==> src/rtl/nvsram_sup_pkg.sv <==
package nvsram_sup_pkg;
  typedef enum logic [1:0] {
    PS_PROT    = 2'd0,
    PS_RECOVER = 2'd1,
    PS_ACTIVE  = 2'd2
  } prot_state_e;

  localparam int unsigned ACC_MAX = 2;
endpackage

==> src/rtl/nvsram_prot_fsm.sv <==
module nvsram_prot_fsm
  import nvsram_sup_pkg::*;
#(
  parameter int unsigned REC_CYCLES = 15_625_000,
  parameter int unsigned CNT_W      = $clog2(REC_CYCLES + 1)
) (
  input  logic             clk_i,
  input  logic             rst_ni,
  input  logic             vcc_ok_i,
  input  logic             vcc_wp_ok_i,
  output logic             protect_o,
  output logic             restore_o,
  output logic [CNT_W-1:0] rec_cnt_o
);
  localparam logic [CNT_W-1:0] LAST = CNT_W'(REC_CYCLES - 1);

  prot_state_e      state_q;
  logic [CNT_W-1:0] cnt_q;

  always_ff @(posedge clk_i or negedge rst_ni) begin
    if (!rst_ni) begin
      state_q <= PS_PROT;
      cnt_q   <= '0;
    end else begin
      unique case (state_q)
        PS_PROT: begin
          cnt_q <= '0;
          if (vcc_ok_i) state_q <= PS_RECOVER;
        end
        PS_RECOVER: begin
          if (!vcc_ok_i) begin
            state_q <= PS_PROT;
            cnt_q   <= '0;
          end else if (cnt_q == LAST) begin
            state_q <= PS_ACTIVE;
            cnt_q   <= '0;
          end else begin
            cnt_q <= cnt_q + 1'b1;
          end
        end
        PS_ACTIVE: if (!vcc_ok_i) state_q <= PS_PROT;
        default: state_q <= PS_PROT;
      endcase
    end
  end

  // fail flags bypass the state register so blocking needs no clock edge
  assign protect_o = (state_q != PS_ACTIVE) | ~vcc_ok_i | ~vcc_wp_ok_i;
  assign restore_o = (state_q == PS_PROT) & vcc_ok_i;
  assign rec_cnt_o = cnt_q;

  a_r4_recovery_length: assert property (@(posedge clk_i) disable iff (!rst_ni)
    (state_q == PS_ACTIVE && $past(state_q) == PS_RECOVER) |-> $past(cnt_q) == LAST);
  a_r4_active_needs_supply: assert property (@(posedge clk_i) disable iff (!rst_ni)
    (state_q == PS_ACTIVE) |-> $past(vcc_ok_i));
  a_r4_abort_clears: assert property (@(posedge clk_i) disable iff (!rst_ni)
    (state_q == PS_RECOVER && !vcc_ok_i) |=> (state_q == PS_PROT && cnt_q == '0));
endmodule

==> src/rtl/nvsram_src_sel.sv <==
module nvsram_src_sel (
  input  logic clk_i,
  input  logic rst_ni,
  input  logic vcc_sw_ok_i,
  input  logic bat_a_low_i,
  input  logic bat_b_low_i,
  output logic pwr_src_bat_o,
  output logic bat_sel_o
);
  logic src_q, sel_q;

  always_ff @(posedge clk_i or negedge rst_ni) begin
    if (!rst_ni) begin
      src_q <= 1'b1;
      sel_q <= 1'b0;
    end else begin
      src_q <= ~vcc_sw_ok_i;
      if (bat_a_low_i != bat_b_low_i) sel_q <= bat_a_low_i;
    end
  end

  assign pwr_src_bat_o = src_q;
  assign bat_sel_o     = sel_q;

  a_r5_battery_below_switch: assert property (@(posedge clk_i) disable iff (!rst_ni)
    !vcc_sw_ok_i |=> pwr_src_bat_o);
  a_r6_take_b: assert property (@(posedge clk_i) disable iff (!rst_ni)
    (bat_a_low_i && !bat_b_low_i) |=> bat_sel_o);
  a_r6_take_a: assert property (@(posedge clk_i) disable iff (!rst_ni)
    (bat_b_low_i && !bat_a_low_i) |=> !bat_sel_o);
  a_r6_hold: assert property (@(posedge clk_i) disable iff (!rst_ni)
    (bat_a_low_i == bat_b_low_i) |=> $stable(bat_sel_o));
endmodule

==> src/rtl/nvsram_acc_guard.sv <==
module nvsram_acc_guard
  import nvsram_sup_pkg::*;
(
  input  logic clk_i,
  input  logic rst_ni,
  input  logic protect_i,
  input  logic restore_i,
  input  logic bat_a_low_i,
  input  logic bat_b_low_i,
  input  logic host_ce_ni,
  output logic bat_low_o,
  output logic inhibit_o
);
  logic       ce_prev_q, low_q, inh_q;
  logic [1:0] acc_q;
  logic       count_en, second_now;

  assign count_en   = ce_prev_q & ~host_ce_ni & ~protect_i;
  assign second_now = count_en & (acc_q == 2'd1);

  always_ff @(posedge clk_i or negedge rst_ni) begin
    if (!rst_ni) begin
      ce_prev_q <= 1'b1;
      low_q     <= 1'b0;
      inh_q     <= 1'b0;
      acc_q     <= '0;
    end else begin
      ce_prev_q <= host_ce_ni;
      if (restore_i) begin
        low_q <= bat_a_low_i & bat_b_low_i;
        acc_q <= '0;
        inh_q <= 1'b0;
      end else begin
        if (count_en && acc_q != 2'(ACC_MAX)) acc_q <= acc_q + 1'b1;
        if (host_ce_ni)      inh_q <= 1'b0;
        else if (second_now) inh_q <= 1'b1;
      end
    end
  end

  assign bat_low_o = low_q;
  assign inhibit_o = low_q & ~host_ce_ni & (second_now | inh_q);

  a_r8_count_saturates: assert property (@(posedge clk_i) disable iff (!rst_ni)
    acc_q <= 2'(ACC_MAX));
  a_r8_first_passes: assert property (@(posedge clk_i) disable iff (!rst_ni)
    (acc_q == 2'd0) |-> !inhibit_o);
  a_r8_release_on_ce_high: assert property (@(posedge clk_i) disable iff (!rst_ni)
    host_ce_ni |-> !inhibit_o);
  a_r9_no_count_protected: assert property (@(posedge clk_i) disable iff (!rst_ni)
    (protect_i && !restore_i) |=> $stable(acc_q));
  a_r7_restore_clears: assert property (@(posedge clk_i) disable iff (!rst_ni)
    restore_i |=> (acc_q == 2'd0));
endmodule

==> src/rtl/nvsram_pwr_sup.sv <==
module nvsram_pwr_sup #(
  parameter int unsigned REC_CYCLES = 15_625_000,
  localparam int unsigned CNT_W     = $clog2(REC_CYCLES + 1)
) (
  input  logic             clk_i,
  input  logic             rst_ni,
  input  logic             vcc_ok_i,
  input  logic             vcc_wp_ok_i,
  input  logic             vcc_sw_ok_i,
  input  logic             bat_a_low_i,
  input  logic             bat_b_low_i,
  input  logic             host_ce_ni,
  input  logic             host_we_ni,
  input  logic             host_oe_ni,
  output logic             ram_ce_no,
  output logic             ram_we_no,
  output logic             ram_oe_no,
  output logic             pwr_src_bat_o,
  output logic             bat_sel_o,
  output logic             wp_o,
  output logic [CNT_W-1:0] rec_cnt_o,
  output logic             bat_low_o
);
  logic protect, restore, inhibit, block;

  nvsram_prot_fsm #(.REC_CYCLES(REC_CYCLES), .CNT_W(CNT_W)) u_fsm (
    .clk_i       (clk_i),
    .rst_ni      (rst_ni),
    .vcc_ok_i    (vcc_ok_i),
    .vcc_wp_ok_i (vcc_wp_ok_i),
    .protect_o   (protect),
    .restore_o   (restore),
    .rec_cnt_o   (rec_cnt_o)
  );

  nvsram_src_sel u_src (
    .clk_i         (clk_i),
    .rst_ni        (rst_ni),
    .vcc_sw_ok_i   (vcc_sw_ok_i),
    .bat_a_low_i   (bat_a_low_i),
    .bat_b_low_i   (bat_b_low_i),
    .pwr_src_bat_o (pwr_src_bat_o),
    .bat_sel_o     (bat_sel_o)
  );

  nvsram_acc_guard u_acc (
    .clk_i       (clk_i),
    .rst_ni      (rst_ni),
    .protect_i   (protect),
    .restore_i   (restore),
    .bat_a_low_i (bat_a_low_i),
    .bat_b_low_i (bat_b_low_i),
    .host_ce_ni  (host_ce_ni),
    .bat_low_o   (bat_low_o),
    .inhibit_o   (inhibit)
  );

  assign block     = protect | inhibit;
  assign ram_ce_no = host_ce_ni | block;
  assign ram_we_no = host_we_ni | block;
  assign ram_oe_no = host_oe_ni | block;
  assign wp_o      = protect;

  a_r2_fail_blocks: assert property (@(posedge clk_i) disable iff (!rst_ni)
    (!vcc_ok_i || !vcc_wp_ok_i) |-> (ram_ce_no && ram_we_no && ram_oe_no));
  a_r3_active_on_external: assert property (@(posedge clk_i) disable iff (!rst_ni)
    !wp_o |-> !pwr_src_bat_o);
  a_r3_host_idle_ram_idle: assert property (@(posedge clk_i) disable iff (!rst_ni)
    host_ce_ni |-> ram_ce_no);
endmodule

==> config.mk <==
export PLATFORM = sky130hd
export DESIGN_NAME = nvsram_pwr_sup
export DESIGN_NICKNAME = d
export VERILOG_FILES = /design/src/rtl/nvsram_sup_pkg.sv /design/src/rtl/nvsram_prot_fsm.sv /design/src/rtl/nvsram_src_sel.sv /design/src/rtl/nvsram_acc_guard.sv /design/src/rtl/nvsram_pwr_sup.sv
export SDC_FILE = /design/constraint.sdc
export NUM_CORES = 1
export LEC_CHECK = 0
export ABC_AREA = 1
export CORE_ASPECT_RATIO = 1.75
export CORE_MARGIN = 3
export CORE_UTILIZATION = 45
export CTS_BUF_LIST = sky130_fd_sc_hd__clkbuf_4 sky130_fd_sc_hd__clkbuf_8
export DETAILED_ROUTE_END_ITERATION = 16
export DONT_BUFFER_PORTS = 1
export SYNTH_ARGS = -nofsm -noshare
export SYNTH_HDL_FRONTEND = slang
export SYNTH_SLANG_ARGS = --single-unit
export TNS_END_PERCENT = 10
==> constraint.sdc <==
create_clock -name clk_i -period 3.5 [get_ports clk_i]
set_input_delay 0.875 -clock clk_i [delete_from_list [all_inputs] [get_ports clk_i]]
set_output_delay 0.875 -clock clk_i [all_outputs]
set_load 0.02 [all_outputs]
Word-level counts from Yosys, hierarchy flattened
Index checks and enable logic that the tools add are counted.
{"block": "totals", "reg_bits": 33, "latch_bits": 0, "ram_bits": 0, "mem_bits_ro": 0, "inputBits": 10, "out_inout_bits": 31, "word_cells": 58, "mem_count": 0}
{"block": "classes", "add_sub_neg": 2, "mul": 0, "n_div": 0, "order_cmp": 0, "n_eq_ne": 10, "n_shift": 0, "mux": 13, "bitwise": 19, "reduce_logical": 6}
{"cell": "two-way mux 24 bit", "n": 2}
{"cell": "case mux 24 bit (2 select lines)", "n": 1}
{"cell": "adder 24 x 1 -> 24 bit (second input constant)", "n": 1}
{"cell": "== test 24 bit (second input constant)", "n": 1}
{"cell": "two-way mux 2 bit", "n": 6}
{"cell": "!= test 2 bit (second input constant)", "n": 4}
{"cell": "bitwise AND 1 bit", "n": 7}
{"cell": "bitwise OR 1 bit", "n": 7}
{"cell": "case mux 2 bit (3 select lines)", "n": 1}
{"cell": "inverter 1 bit", "n": 5}
{"cell": "== test 2 x 1 -> 1 bit (second input constant)", "n": 2}
{"cell": "nonzero test 2 bit", "n": 2}
{"cell": "two-way mux 1 bit", "n": 3}
{"cell": "!= test 3 x 2 -> 1 bit (second input constant)", "n": 1}
{"cell": "AND reduction 3 bit", "n": 1}
{"cell": "nonzero test 3 bit", "n": 1}
{"cell": "adder 2 x 1 -> 2 bit (second input constant)", "n": 1}
{"cell": "== test 2 bit (second input constant)", "n": 1}
{"cell": "logical NOT 2 bit", "n": 1}
{"cell": "logical AND 1 bit", "n": 1}
{"cell": "!= test 1 bit", "n": 1}

Logic depth before layout (Yosys ltp)
Gate-level depths: netlist of run 1.
{"block": "logic_depth", "depth_word": 10, "mapped_depth": 11, "depth_no_buf": 10}

Modules after synthesis
From an unflattened synthesis of run 1, not the netlist that was laid out.
{"block": "hier_totals", "hier_cells": 277, "area_unflattened_um2": 2001.9}
{"module": "nvsram_prot_fsm", "n_inst": 1, "cells_each": 231, "area_per_inst_um2": 1631.6, "seq_area_each_um2": 650.6}
{"module": "nvsram_acc_guard", "n_inst": 1, "cells_each": 33, "area_per_inst_um2": 274.0, "seq_area_each_um2": 126.4}
{"module": "nvsram_src_sel", "n_inst": 1, "cells_each": 6, "area_per_inst_um2": 67.6, "seq_area_each_um2": 51.3}
{"module": "nvsram_pwr_sup", "n_inst": 1, "cells_each": 7, "area_per_inst_um2": 28.8, "seq_area_each_um2": 0.0}

Worst setup path before layout of run 1
Ideal clock, no wire load.
{"block": "synth_timing", "kind": "input to output", "start": "input vcc_ok_i", "end": "output ram_ce_no", "arrival_time_ps": 1585, "required_time_ps": 2625, "slack_ps": 1040, "stages": 6, "n_path_buf": 0, "cell_sequence": "nand3_1 > nor2_2 > nand4_1 > nand2_1 > nand3_1 > nand3_1"}
{"block": "synth_between", "elab_chain_cells": 10}
{"item": "start, declared", "line": "nvsram_pwr_sup.sv:7", "text": "input logic vcc_ok_i,"}
{"item": "inverter 1 bit (*)", "line": "nvsram_prot_fsm.sv:48", "text": "assign protect_o = (state_q != PS_ACTIVE) | ~vcc_ok_i | ~vcc_wp_ok_i;"}
{"item": "bitwise OR 1 bit (*) (2 in series)", "line": "nvsram_prot_fsm.sv:48"}
{"item": "inverter 1 bit", "line": "nvsram_acc_guard.sv:18", "text": "assign count_en = ce_prev_q & ~host_ce_ni & ~protect_i;"}
{"item": "bitwise AND 1 bit", "line": "nvsram_acc_guard.sv:18"}
{"item": "bitwise AND 1 bit", "line": "nvsram_acc_guard.sv:19", "text": "assign second_now = count_en & (acc_q == 2'd1);"}
{"item": "bitwise OR 1 bit", "line": "nvsram_acc_guard.sv:42", "text": "assign inhibit_o = low_q & ~host_ce_ni & (second_now | inh_q);"}
{"item": "bitwise AND 1 bit", "line": "nvsram_acc_guard.sv:42"}
{"item": "bitwise OR 1 bit (*)", "line": "nvsram_pwr_sup.sv:58", "text": "assign block = protect | inhibit;"}
{"item": "bitwise OR 1 bit (*)", "line": "nvsram_pwr_sup.sv:59", "text": "assign ram_ce_no = host_ce_ni | block;"}
{"item": "end, declared", "line": "nvsram_pwr_sup.sv:15", "text": "output logic ram_ce_no,"}
Mark *: on every way between the ends. The rest lies on a longest branch, timed or not.

Worst setup path in the final report of run 1
{"block": "layout_timing", "start": "input vcc_ok_i", "end": "output ram_oe_no"}
{"block": "layout_between", "elab_chain_cells": 10}
{"item": "inverter 1 bit (*)", "line": "nvsram_prot_fsm.sv:48"}
{"item": "bitwise OR 1 bit (*) (2 in series)", "line": "nvsram_prot_fsm.sv:48"}
{"item": "inverter 1 bit", "line": "nvsram_acc_guard.sv:18"}
{"item": "bitwise AND 1 bit", "line": "nvsram_acc_guard.sv:18"}
{"item": "bitwise AND 1 bit", "line": "nvsram_acc_guard.sv:19"}
{"item": "bitwise OR 1 bit", "line": "nvsram_acc_guard.sv:42"}
{"item": "bitwise AND 1 bit", "line": "nvsram_acc_guard.sv:42"}
{"item": "bitwise OR 1 bit (*)", "line": "nvsram_pwr_sup.sv:58"}
{"item": "bitwise OR 1 bit (*)", "line": "nvsram_pwr_sup.sv:61", "text": "assign ram_oe_no = host_oe_ni | block;"}
{"item": "end, declared", "line": "nvsram_pwr_sup.sv:17", "text": "output logic ram_oe_no,"}
Marked as above.

==> reports/metrics.cfg, run 1 <==
[flow_run]
cap_violations = 0

[worst_setup_path]
endpoint_kind = output pin
crit_path_start_kind = input port
r2r_cells = 10
worstReg2RegStart = u_fsm.rec_cnt_o[0]
required_ns = 2.62
path_class = in -> out
arrival_ns = 1.70
crit_path_max_fanout = 6
reg2reg_to = u_fsm.rec_cnt_o[13]
reg2reg_setup_slack_ns = 1.66

[clocking]
cts_hold_buf = 0
cts.sinks = 33
root_buffer = clkbuf_8
clock_path_buffers = 2
clock_latency_ns = 0.28
ctsHtreeMaxLevel = 2
cts.reportedPaths.clkPinSlew_ns = 0.07
cts_buffers = 5
cts_resized = 0
post_cts_buffers = 0
cts_tree = done

[global_routing]
grt_pass1_wl_um = 7180
first_global_vias = 1436
antenna_found_initial = 0
grt_overflow = 0
grt_use_total = 0.181
grt_max_degree = 34

[synth]
synth-seq-area-share = 0.433
synth_warnings = 0
syn_inst = 248
synth_area_per_cell_um2 = 7.72
synthesis.nets = 262
yosys_register_bits = 33
synth.distinct_cells = 25
synth_area_um2 = 1910

[power_and_ir_drop]
irDropWorstVdd_mv = 0.236
cellPowerDensity_nw_per_um2 = 356
total_power_uw = 726
leakage_uw = 0.000944

[sta]
rsz0062_at_grt = no
hold_viol = 0
worst_pin_slew_ns = 0.399
finalSetupTns_ns = 0
setup_viol = 0
fin_crit_ns = 2.57
fin_crit_sh = 0.735
slew_violations = 0
max_freq_mhz = 389
clock_skew_ns = 0.00585
slew_headroom = 0.734

[die]
rows = 30
start_util = 0.481
ios = 41
dieArea_um2 = 5100
coreArea_um2 = 3980
die_x_um = 55.3
die_y_um = 92.3

[routing]
via_per_inst = 5.03
drtAntennaViolNets = 0
num_vias = 1524
wire_per_inst_um = 14.0
drtIter0Drc = 31
first_pass_iters = 6
routed_wl_um = 4250
drc = 0

[placement]
dp_hpwl_um = 3240
io_buffers = 0
dp_cells = 295
gp_congestion = 0.881

[final_layout]
final_cells = 303
final_layout_size_suffix_gt1_frac = 0.153
area_delta_synth_final_pct = 6.60
diodes = 0
fin_nets = 268

[run_status]
outcome = completed

[hold_path]
worstHoldPathType = in -> async

==> registers in the layout, summed over array words and instances (netlist names) <==
| signal | count |
|---|---|
| u_acc.acc_q | 2 |
| u_acc.bat_low_o | 1 |
| u_acc.ce_prev_q | 1 |
| u_acc.inh_q | 1 |
| u_fsm.rec_cnt_o | 24 |
| u_fsm.state_q | 2 |
| u_src.bat_sel_o | 1 |
| u_src.pwr_src_bat_o | 1 |
==> cells in the mapped netlist (all sizes together) <==
cell | count | share of area
nand2 | 61 | 0.13
nor2 | 53 | 0.13
inv | 38 | 0.077
dfrtp | 31 | 0.41
nand3 | 26 | 0.076
xor2 | 8 | 0.037
nand4 | 5 | 0.016
o21ai | 5 | 0.013
ha | 4 | 0.026
xnor2 | 4 | 0.018
nor3 | 3 | 0.0078
a31oi | 2 | 0.0065
dfstp | 2 | 0.027
mux2 | 2 | 0.012
a21o | 1 | 0.0039
and3 | 1 | 0.0033
buf | 1 | 0.010
nor3b | 1 | 0.0039
==> placed cells by master (no fill, tap or decap), types with 5 or more instances in the layout <==
cell type  count
nand2_1       57
nor2_1        36
inv_1         35
dfrtp_1       31
nand3_1       23
nor2_2        16
xor2_1         8
nand4_1        5
o21ai_0        5
clkbuf_8       5
==> worst max-delay path, cell delays in order <==
cell     delay (ns)
nand3_1        0.10
nor2_2         0.22
nand4_1        0.11
nand2_1        0.08
nand3_1        0.10
nand3_1        0.21
==> final cells by class <==
type / count / area, um^2
multi-input combinational: 176 / 918
inverter: 38 / 148
sequential: 33 / 828
tap: 48 / 60.1
clock buffer: 6 / 76.3
clock inverter: 2 / 10.0
fill: 397 / 1940
==> power by group <==
group	total, uW	internal (uW)	switching, uW
registers	405	391	14.6
clock network	288	146	142
logic	32.9	10.0	22.8
total	726	546	180
==> per-stage QoR <==
stage | hold slack, ns | util | area [um^2] | setup WS [ns]
final | 0.277 | 0.513 | 2040 | 0.929
after global routing | 0.257 | 0.513 | 2040 | 0.817
after CTS | 0.271 | 0.513 | 2040 | 0.922
after detailed placement | 0.524 | 0.491 | 1950 | 0.933
after global placement | 0.521 | 0.491 | 1950 | 0.958
after floorplan | 0.488 | - | 1910 | 1.04
==> worst max path at each step <==
stage,slack (ns),to,from,cells after the start
final,0.93,ram_oe_no,vcc_ok_i,6
after floorplan,1.04,ram_ce_no,vcc_ok_i,6
after detailed placement,0.93,ram_ce_no,vcc_ok_i,6
after CTS,0.92,ram_ce_no,vcc_ok_i,6
after global placement,0.96,ram_ce_no,vcc_ok_i,6
after global routing,0.82,ram_ce_no,vcc_ok_i,6
==> cells by family (layout without fill, tap and decap cells) <==
group	Yosys count	count (layout)	synth area share
xor gates and xnor gates	12	12	0.0549
AOI/OAI and AO/OA	8	8	0.0235
adders and majority gates	4	4	0.0261
DFF	33	33	0.433
muxes	2	2	0.0118
buffers and inverters	39	46	0.0876
and+or+nand+nor	150	150	0.363
==> per-layer routing <==
metal / vias up / routed length, um / global-route usage
met2: 48 / 2330 / 0.333
li1: 777 / - / -
met4: 0 / 63 / 0.0609
met5: - / 0 / 0
met3: 5 / 257 / 0.0507
met1: 694 / 1600 / 0.194
Note: power is estimated with default switching activity, not from simulation.
==> inputs of run 2 (changes only) <==
clock period = 2.6 ns   (was 3.5 ns; I/O delays follow)
==> reports/metrics.cfg, run 2 (synthesized netlist as in run 1, its figures left out) <==
[routing]
drtAntennaViolNets = 0  ; unchanged
num_vias = 1549  ; +1.6%
routed_wl_um = 4280  ; +0.73%
drtIter0Drc = 13  ; -58%
first_pass_iters = 4  ; -2
via_per_inst = 5.11  ; +1.6%
drc = 0  ; unchanged
wire_per_inst_um = 14.1  ; +0.73%

[clocking]
cts_resized = 0  ; unchanged
cts.sinks = 33  ; unchanged
ctsHtreeMaxLevel = 2  ; unchanged
root_buffer = clkbuf_8
cts_tree = done
clock_path_buffers = 2  ; unchanged
post_cts_buffers = 0  ; unchanged
cts_hold_buf = 0  ; unchanged
cts_buffers = 5  ; unchanged
cts.reportedPaths.clkPinSlew_ns = 0.07  ; about the same
clock_latency_ns = 0.28  ; about the same

[die]
die_x_um = 55.3  ; unchanged
rows = 30  ; unchanged
ios = 41  ; unchanged
coreArea_um2 = 3980  ; unchanged
dieArea_um2 = 5100  ; unchanged
start_util = 0.481  ; unchanged
die_y_um = 92.3  ; unchanged

[sta]
finalSetupTns_ns = 0  ; unchanged
rsz0062_at_grt = no
setup_viol = 0  ; unchanged
max_freq_mhz = 433
clock_skew_ns = 0.00711  ; +0.00126 ns
fin_crit_ns = 2.31
slew_headroom = 0.730  ; -0.00415
slew_violations = 0  ; unchanged
fin_crit_sh = 0.887
hold_viol = 0  ; unchanged
worst_pin_slew_ns = 0.406  ; +0.00623 ns

[global_routing]
first_global_vias = 1498  ; +4.3%
grt_overflow = 0  ; unchanged
grt_pass1_wl_um = 7270  ; +1.3%
antenna_found_initial = 0  ; unchanged
grt_use_total = 0.183  ; +0.00180
grt_max_degree = 34  ; unchanged

[placement]
gp_congestion = 0.883  ; +0.27%
placement.cell_area_um2 = 1950  ; unchanged
dp_hpwl_um = 3280  ; +1.1%
dp_cells = 295  ; unchanged
io_buffers = 0  ; unchanged

[final_layout]
final_cells = 303  ; unchanged
area_delta_synth_final_pct = 7.19
fin_nets = 268  ; unchanged
final_common_cell = nand2_1
layout_common_cells = nand2_1, nor2_1, inv_1
largest_register_ffs = 24  ; unchanged
stdcell_area_um2 = 2050  ; +0.55%
num-fill-cells = 406  ; +2.3%
diodes = 0  ; unchanged
final_layout_size_suffix_gt1_frac = 0.153  ; unchanged

[worst_setup_path]
reg2reg_setup_slack_ns = 0.76  ; -0.90 ns
path_class = reg -> out
crit_path_start_kind = flop
endpoint_kind = output pin
crit_path_max_fanout = 7  ; +1
arrival_ns = 1.66  ; -0.04 ns
required_ns = 1.95  ; -0.67 ns

[power_and_ir_drop]
cellPowerDensity_nw_per_um2 = 495  ; +39%
irDropWorstVdd_mv = 0.320  ; +36%
total_power_uw = 1010  ; +40%
leakage_uw = 0.000948  ; +0.42%

[run_status]
outcome = completed

[hold_path]
worstHoldPathType = in -> async

[flow_run]
cap_violations = 0  ; unchanged

[run 2: changes by cell type in the layout (fill, tap and decap cells not counted)]
| cell | change |
|---|---|
| clkinv_2 | -2 |
| clkbuf_8 | +1 |
| clkbuf_4 | +1 |
[run 2: report_power, final]
part / total (uW) / leakage [uW] / internal (uW) / switching (uW)
Sequential: 546 / 0.000448 / 526 / 19.6
Clock: 424 / 0.0000523 / 237 / 187
Combinational: 45.1 / 0.000448 / 13.6 / 31.5
[run 2: final cells by class]
type | count | area [um^2] | area share
clock buffer | 8 | 97.6 | 0.0476
inverter | 38 | 148 | 0.0720
multi-input combinational | 176 | 918 | 0.448
sequential | 33 | 828 | 0.404
tap | 48 | 60.1 | 0.0293
[run 2: final timing paths]
check                                        start                  end  depth (start not counted)
worst max register to register  u_fsm.rec_cnt_o[0]  u_fsm.rec_cnt_o[11]                         10
worst min register to register      u_acc.acc_q[0]       u_acc.acc_q[0]                          1
max in group asynchronous                   rst_ni      u_acc.ce_prev_q                          0
worst min-delay path                        rst_ni   u_fsm.rec_cnt_o[1]                          0
min in group clk_i                      host_ce_ni      u_acc.ce_prev_q                          0
worst max-delay path              u_fsm.state_q[1]            ram_oe_no                          6
[run 2: layer usage]
layer  part of all wire  global-route usage
met4              0.017              0.0690
met1               0.39               0.184
met2               0.55               0.343
met5                  0                   0
met3              0.049              0.0549
[run 2: worst max-delay path, stage by stage, from the launching register on]
cell and delay, ns:
dfrtp_1 0.48, nand3_1 0.16, nor2_2 0.21, nand4_1 0.11, nand2_1 0.09, nand3_1 0.11, nand3_1 0.21
[run 2: per-stage QoR]
step / worst slack, ns / hold WS [ns] / utilization
after floorplan: 0.590 / 0.354 / -
after global placement: 0.509 / 0.355 / 0.491
after detailed placement: 0.478 / 0.355 / 0.491
after CTS: 0.277 / 0.0467 / 0.516
after global routing: 0.104 / 0.0362 / 0.516
final: 0.293 / 0.0532 / 0.516
